[config.mk]
export PLATFORM = sky130hd
export DESIGN_NAME = mdu8_seq
export DESIGN_NICKNAME = d
export VERILOG_FILES = /design/src/rtl/mdu8_pkg.sv /design/src/rtl/mdu_mul_step.sv /design/src/rtl/mdu_div_step.sv /design/src/rtl/mdu8_seq.sv
export SDC_FILE = /design/constraint.sdc
export NUM_CORES = 1
export LEC_CHECK = 0
export ABC_AREA = 1
export BUFFER_PORTS_ARGS = -buffer_cell sky130_fd_sc_hd__buf_2
export CORE_MARGIN = 2
export CORE_UTILIZATION = 50
export CTS_BUF_LIST = sky130_fd_sc_hd__clkbuf_4
export CTS_CLUSTER_SIZE = 10
export DETAILED_ROUTE_END_ITERATION = 7
export PLACE_DENSITY = 0.68
export SYNTH_ARGS = -nofsm -noshare
export SYNTH_HDL_FRONTEND = slang
export SYNTH_HIERARCHICAL = 1
export SYNTH_SLANG_ARGS = --single-unit
export TNS_END_PERCENT = 50
[constraint.sdc]
create_clock -name clk -period 7.1 [get_ports clk]
set_input_delay 0.71 -clock clk [delete_from_list [all_inputs] [get_ports clk]]
set_output_delay 0.71 -clock clk [all_outputs]
set_load 0.03 [all_outputs]
[src/rtl/mdu8_pkg.sv]
`timescale 1ns/1ps
package mdu8_pkg;

    typedef enum logic {
        MDU_OP_MUL = 1'b0,
        MDU_OP_DIV = 1'b1
    } mdu_op_e;

endpackage

[src/rtl/mdu_mul_step.sv]
`timescale 1ns/1ps
// One shift-and-add step: conditionally add the multiplicand into the
// upper half, then shift the {carry, upper, lower} pair right one place.
module mdu_mul_step #(
    parameter int WIDTH = 8
) (
    input  logic [WIDTH-1:0] hi_i,
    input  logic [WIDTH-1:0] lo_i,
    input  logic [WIDTH-1:0] mcand_i,
    output logic [WIDTH-1:0] hi_o,
    output logic [WIDTH-1:0] lo_o
);
    logic [WIDTH:0] sum;

    always_comb begin
        sum  = {1'b0, hi_i} + (lo_i[0] ? {1'b0, mcand_i} : '0);
        hi_o = sum[WIDTH:1];
        lo_o = {sum[0], lo_i[WIDTH-1:1]};
    end
endmodule

[src/rtl/mdu_div_step.sv]
`timescale 1ns/1ps
// One restoring-division step: bring the next dividend bit into the
// partial remainder, subtract the divisor when it fits, shift in the quotient bit.
module mdu_div_step #(
    parameter int WIDTH = 8
) (
    input  logic [WIDTH-1:0] rem_i,
    input  logic [WIDTH-1:0] work_i,
    input  logic [WIDTH-1:0] divisor_i,
    output logic [WIDTH-1:0] rem_o,
    output logic [WIDTH-1:0] work_o
);
    logic [WIDTH:0]   trial;
    logic [WIDTH-1:0] diff;
    logic             fits;

    always_comb begin
        trial  = {rem_i, work_i[WIDTH-1]};
        fits   = (trial >= {1'b0, divisor_i});
        diff   = trial[WIDTH-1:0] - divisor_i;
        rem_o  = fits ? diff : trial[WIDTH-1:0];
        work_o = {work_i[WIDTH-2:0], fits};
    end
endmodule

[src/rtl/mdu8_seq.sv]
`timescale 1ns/1ps
module mdu8_seq #(
    parameter int WIDTH          = 8,
    parameter int BITS_PER_CYCLE = 2
) (
    input  logic             clk,
    input  logic             rst_n,
    input  logic             start,
    input  logic             op,
    input  logic [WIDTH-1:0] a_in,
    input  logic [WIDTH-1:0] b_in,
    output logic [WIDTH-1:0] a_out,
    output logic [WIDTH-1:0] b_out,
    output logic             ov,
    output logic             cy,
    output logic             done
);
    import mdu8_pkg::*;

    localparam int STEPS = WIDTH / BITS_PER_CYCLE;
    localparam int CNT_W = (STEPS > 1) ? $clog2(STEPS) : 1;

    typedef struct packed {
        logic             busy;
        logic [CNT_W-1:0] cnt;
        mdu_op_e          op;
        logic [WIDTH-1:0] hi;     // product high / partial remainder
        logic [WIDTH-1:0] lo;     // multiplier-product low / dividend-quotient
        logic [WIDTH-1:0] opnd;   // multiplicand or divisor
        logic [WIDTH-1:0] a_res;
        logic [WIDTH-1:0] b_res;
        logic             ov;
        logic             cy;
        logic             done;
    } mdu_state_t;

    mdu_state_t state_d, state_q;

    logic             accept;
    logic             last;
    mdu_op_e          cur_op;
    logic [WIDTH-1:0] src_hi, src_lo, src_opnd;
    logic [WIDTH-1:0] step_hi, step_lo;
    logic             busy;

    logic [WIDTH-1:0] mul_hi   [BITS_PER_CYCLE+1];
    logic [WIDTH-1:0] mul_lo   [BITS_PER_CYCLE+1];
    logic [WIDTH-1:0] div_rem  [BITS_PER_CYCLE+1];
    logic [WIDTH-1:0] div_work [BITS_PER_CYCLE+1];

    // Operand source: fresh inputs on the accepting edge, registers afterwards.
    always_comb begin
        accept   = start && !state_q.busy;
        cur_op   = accept ? mdu_op_e'(op) : state_q.op;
        src_hi   = accept ? '0   : state_q.hi;
        src_lo   = accept ? a_in : state_q.lo;
        src_opnd = accept ? b_in : state_q.opnd;
        if (accept) last = (STEPS == 1);
        else        last = (state_q.cnt == CNT_W'(STEPS - 1));
    end

    assign mul_hi[0]   = src_hi;
    assign mul_lo[0]   = src_lo;
    assign div_rem[0]  = src_hi;
    assign div_work[0] = src_lo;

    for (genvar g = 0; g < BITS_PER_CYCLE; g++) begin : g_step
        mdu_mul_step #(.WIDTH(WIDTH)) u_mul (
            .hi_i    (mul_hi[g]),
            .lo_i    (mul_lo[g]),
            .mcand_i (src_opnd),
            .hi_o    (mul_hi[g+1]),
            .lo_o    (mul_lo[g+1])
        );
        mdu_div_step #(.WIDTH(WIDTH)) u_div (
            .rem_i     (div_rem[g]),
            .work_i    (div_work[g]),
            .divisor_i (src_opnd),
            .rem_o     (div_rem[g+1]),
            .work_o    (div_work[g+1])
        );
    end

    always_comb begin
        if (cur_op == MDU_OP_MUL) begin
            step_hi = mul_hi[BITS_PER_CYCLE];
            step_lo = mul_lo[BITS_PER_CYCLE];
        end else begin
            step_hi = div_rem[BITS_PER_CYCLE];
            step_lo = div_work[BITS_PER_CYCLE];
        end
    end

    always_comb begin
        state_d      = state_q;
        state_d.done = 1'b0;
        if (accept || state_q.busy) begin
            state_d.op   = cur_op;
            state_d.opnd = src_opnd;
            state_d.hi   = step_hi;
            state_d.lo   = step_lo;
            state_d.busy = 1'b1;
            state_d.cnt  = accept ? CNT_W'(1) : state_q.cnt + CNT_W'(1);
            if (last) begin
                state_d.busy  = 1'b0;
                state_d.cnt   = '0;
                state_d.done  = 1'b1;
                state_d.cy    = 1'b0;
                // Both operations place their results the same way:
                // upper/remainder on B, lower/quotient on A.
                state_d.a_res = step_lo;
                state_d.b_res = step_hi;
                if (cur_op == MDU_OP_MUL) state_d.ov = (step_hi != '0);
                else                      state_d.ov = (src_opnd == '0);
            end
        end
    end

    always_ff @(posedge clk) begin
        if (!rst_n) state_q <= '0;
        else        state_q <= state_d;
    end

    assign busy  = state_q.busy;
    assign a_out = state_q.a_res;
    assign b_out = state_q.b_res;
    assign ov    = state_q.ov;
    assign cy    = state_q.cy;
    assign done  = state_q.done;
endmodule

==> results.md <==
* DR pass1 iterations at 5
* Hold Path Class: flip-flop to flip-flop
* Vias per cell at 4.81
* Slew @ Worst Pin at between 1 and 1.5 ns
* Top-area cell type share of the netlist area at 19.3%
* Netlist cell types at 35
* Vias in the first global route at between 4000 and 5000
* Final Slew Violations at 0
* Max-Cap Viols at 0
* Outcome: completed
* Pre-CTS setup slack at between 1.5 and 2 ns
* Crit Path Class: input pin to flip-flop
* Syn. warnings at 6
* FF-to-FF setup slack at 2.46 ns
* Arr. time, crit path at 5.04 ns
* Sink Count at 46
* Die area at just over 10000 um2
* Syn Nets at 827
* Grt ovf at 0
* Drt drc at 0
* Crit path buffers/inverters at 6
* Setup TNS at 0 ns
* Lkg Pwr at 2.89 nW
* Met1 track demand over resource at 30.9%
* Clock Latency Late Sink at 0.36 ns
* Mapped Area at 4780 um2
* Post-CTS resize count at 0
* FMAX at about 210 MHz
* Critical Path Most Common Cell: nand2_1
* DP HPWL at 9180 um
* Nets at 811
* Most Used Layer, Global Route: met2
* Slowest CP cell: nor2_2
* Max VDD drop at about 0.23 mV
* Total global-route track usage at a little under a quarter
* Via Count at 4256
* Crit path launch type: input pin
* Hold EP: a_out[0]
* WL/cell at 12.5 um
* Placer Congestion at between 0.9 and 1
* Normalized max-slew margin at 30.5%
* R2R Path Start: busy
* First-pass GRT wire length at 18700 um
* M3 GR Usage at under 10%
* Leading post-synthesis cells by cell area: dfxtp_1, nand2_1, inv_1
* Clk slew on worst S/H paths at 0.15 ns
* Starting DRT DRC Count at 204
* Post-CTS Repair Setup Buffers at 0
* Min Tclk post-route at between 4 and 5 ns
* Vert. Die Dim at 102 um
* Critical R2R Capture: ov
* Initial Utilization at 51.7%
* Clk buf depth at 2
* Final Setup Violations at 0
* Min-delay src: a_out[0]
* Period utilization at ~67%
* Pwr Density at about 260 nW/um2
* TritonCTS clock tree: built
* Avg Cell Area, Syn at a little over 6 um2
* Sequential area share after synthesis at just under 20%
* Crit Path Max Fanout at 27
* Flops & latches, synth at 46
* RSZ-0062 raised after global routing: no
* Slowest stage delay, CP at 0.70 ns
* Number of I/O port buffers at 37
* Post-route ant nets at 0
* Area delta synth->final at -0.105%
* Syn Inst Count at between 700 and 800
* CTS root buffer: clkbuf_4
* Core box area at 9240 um2
* Die Width at 102 um
* Hold Fails Final Rpt at 0
* H-tree depth at 2
* Final Power at 0.00123 W
* CP delay by family, top: simple AND/OR/NAND/NOR gates
* # diodes at 0
* Setup ws final at approximately 2.3 ns
* Worst hold stages at 2
* Crit end category: flip-flop
* Share of cells above drive strength 1 at 16.0%
* Row count at 35
* Worst Reg2Reg Path Length in Cells at 29
* Initial antenna violation count at 0
* Final WL at 11100 um
* IO Pins at 39
* Clock Skews at 0.0218 ns
* Largest net degree at the start of global routing at 36
* Worst path required time at 7.37 ns
* Synth area leader: dfxtp_1
* Cts hold-fix bufs at 0
* Inserted Clock Buffers at 5
* M2 GR Usage at a little under two fifths
==> worst max path at each step <==
stage	from	slack [ns]	endpoint	cells after the start
final	start	2.33	ov	31
after detailed placement	start	1.93	ov	31
after floorplan	start	2.99	ov	27
after global routing	start	1.87	ov	30
after global placement	start	1.99	ov	31
after CTS	start	2.33	ov	31
==> kinds of logic after synthesis <==
| family | Yosys count | synth area share, % |
|---|---|---|
| compound gates | 65 | 7.10 |
| xor+xnor | 12 | 2.20 |
| fa+ha+maj | 37 | 10.3 |
| simple gates | 393 | 40.0 |
| buf+inv | 216 | 21.0 |
| other cells | 1 | 0.0785 |
| flops | 46 | 19.3 |
==> Yosys cell counts, drive strengths merged <==
cell type,count
nand2,263
inv,150
nand3,58
nor2,56
buf,51
dfxtp,46
o21ai,39
ha,33
a21oi,22
clkbuf,11
nand3b,8
xnor2,8
or2,6
clkinv,4
fa,4
xor2,4
a211oi,2
nand4,2
conb,1
o211ai,1
o21a,1
==> report_power, final <==
group	leakage [nW]	internal [W]	switching, W
combinational	2.48	0.000285	0.000529
sequential	0.376	0.000278	0.00000892
clock	0.0356	0.0000429	0.0000875
==> flip-flops by register name, summed over array words and instances (netlist names) <==
| name | count |
|---|---|
| a_out | 8 |
| b_out | 8 |
| state_q | 27 |
| busy | 1 |
| done | 1 |
| ov | 1 |
==> tightest hold or removal path, stage by stage, from the launching register on <==
cell     delay (ns)
dfxtp_1        0.33
nand3_1        0.07
nand2_1        0.05
==> stage by stage <==
stage	area, um2	std cells	hold slack, ns	utilization, %
CTS	4770	884	0.481	51.7
global placement	4710	876	0.456	51.0
finish	4770	884	0.477	51.7
global route	4770	884	0.504	51.7
floorplan	4780	770	0.445	-
detailed placement	4710	876	0.460	51.0
==> cell usage in the layout (no fill, tap or decap) <==
cell type / count
nand2_1: 224
inv_1: 141
nand3_1: 54
dfxtp_1: 46
nor2_1: 43
o21ai_0: 37
buf_2: 37
ha_1: 33
nand2_2: 30
a21oi_1: 21
inv_2: 9
xnor2_1: 8
nor2_2: 7
nand3b_1: 6
clkbuf_4: 6
or2_4: 6
nor2_4: 6
nand2_4: 5
clkinv_1: 4
nand2_8: 4
xor2_1: 4
fa_1: 4
o21ai_1: 2
a211oi_1: 2
nand3_4: 2
nand4_1: 2
nand3b_4: 2
nand3_2: 2
buf_4: 2
o21a_1: 1
o211ai_1: 1
a21oi_2: 1
conb_1: 1
clkinv_4: 1
clkinv_2: 1
==> routing by layer <==
| metal | vias to the layer above | wire length [um] |
|---|---|---|
| li1 | 2249 | - |
| met1 | 1887 | 5390 |
| met2 | 105 | 4990 |
| met3 | 15 | 492 |
| met4 | 0 | 197 |
| met5 | - | 0 |
==> final cells by class <==
class	instances	area, um2
clock buffer	6	45.0
clock inverter	2	13.8
fill	972	4470
inverter	154	578
multi-input combinational	508	2850
sequential	46	921
tap	129	161
timing repair buffer	39	200
No activity file was read; power rests on OpenSTA's default activity.
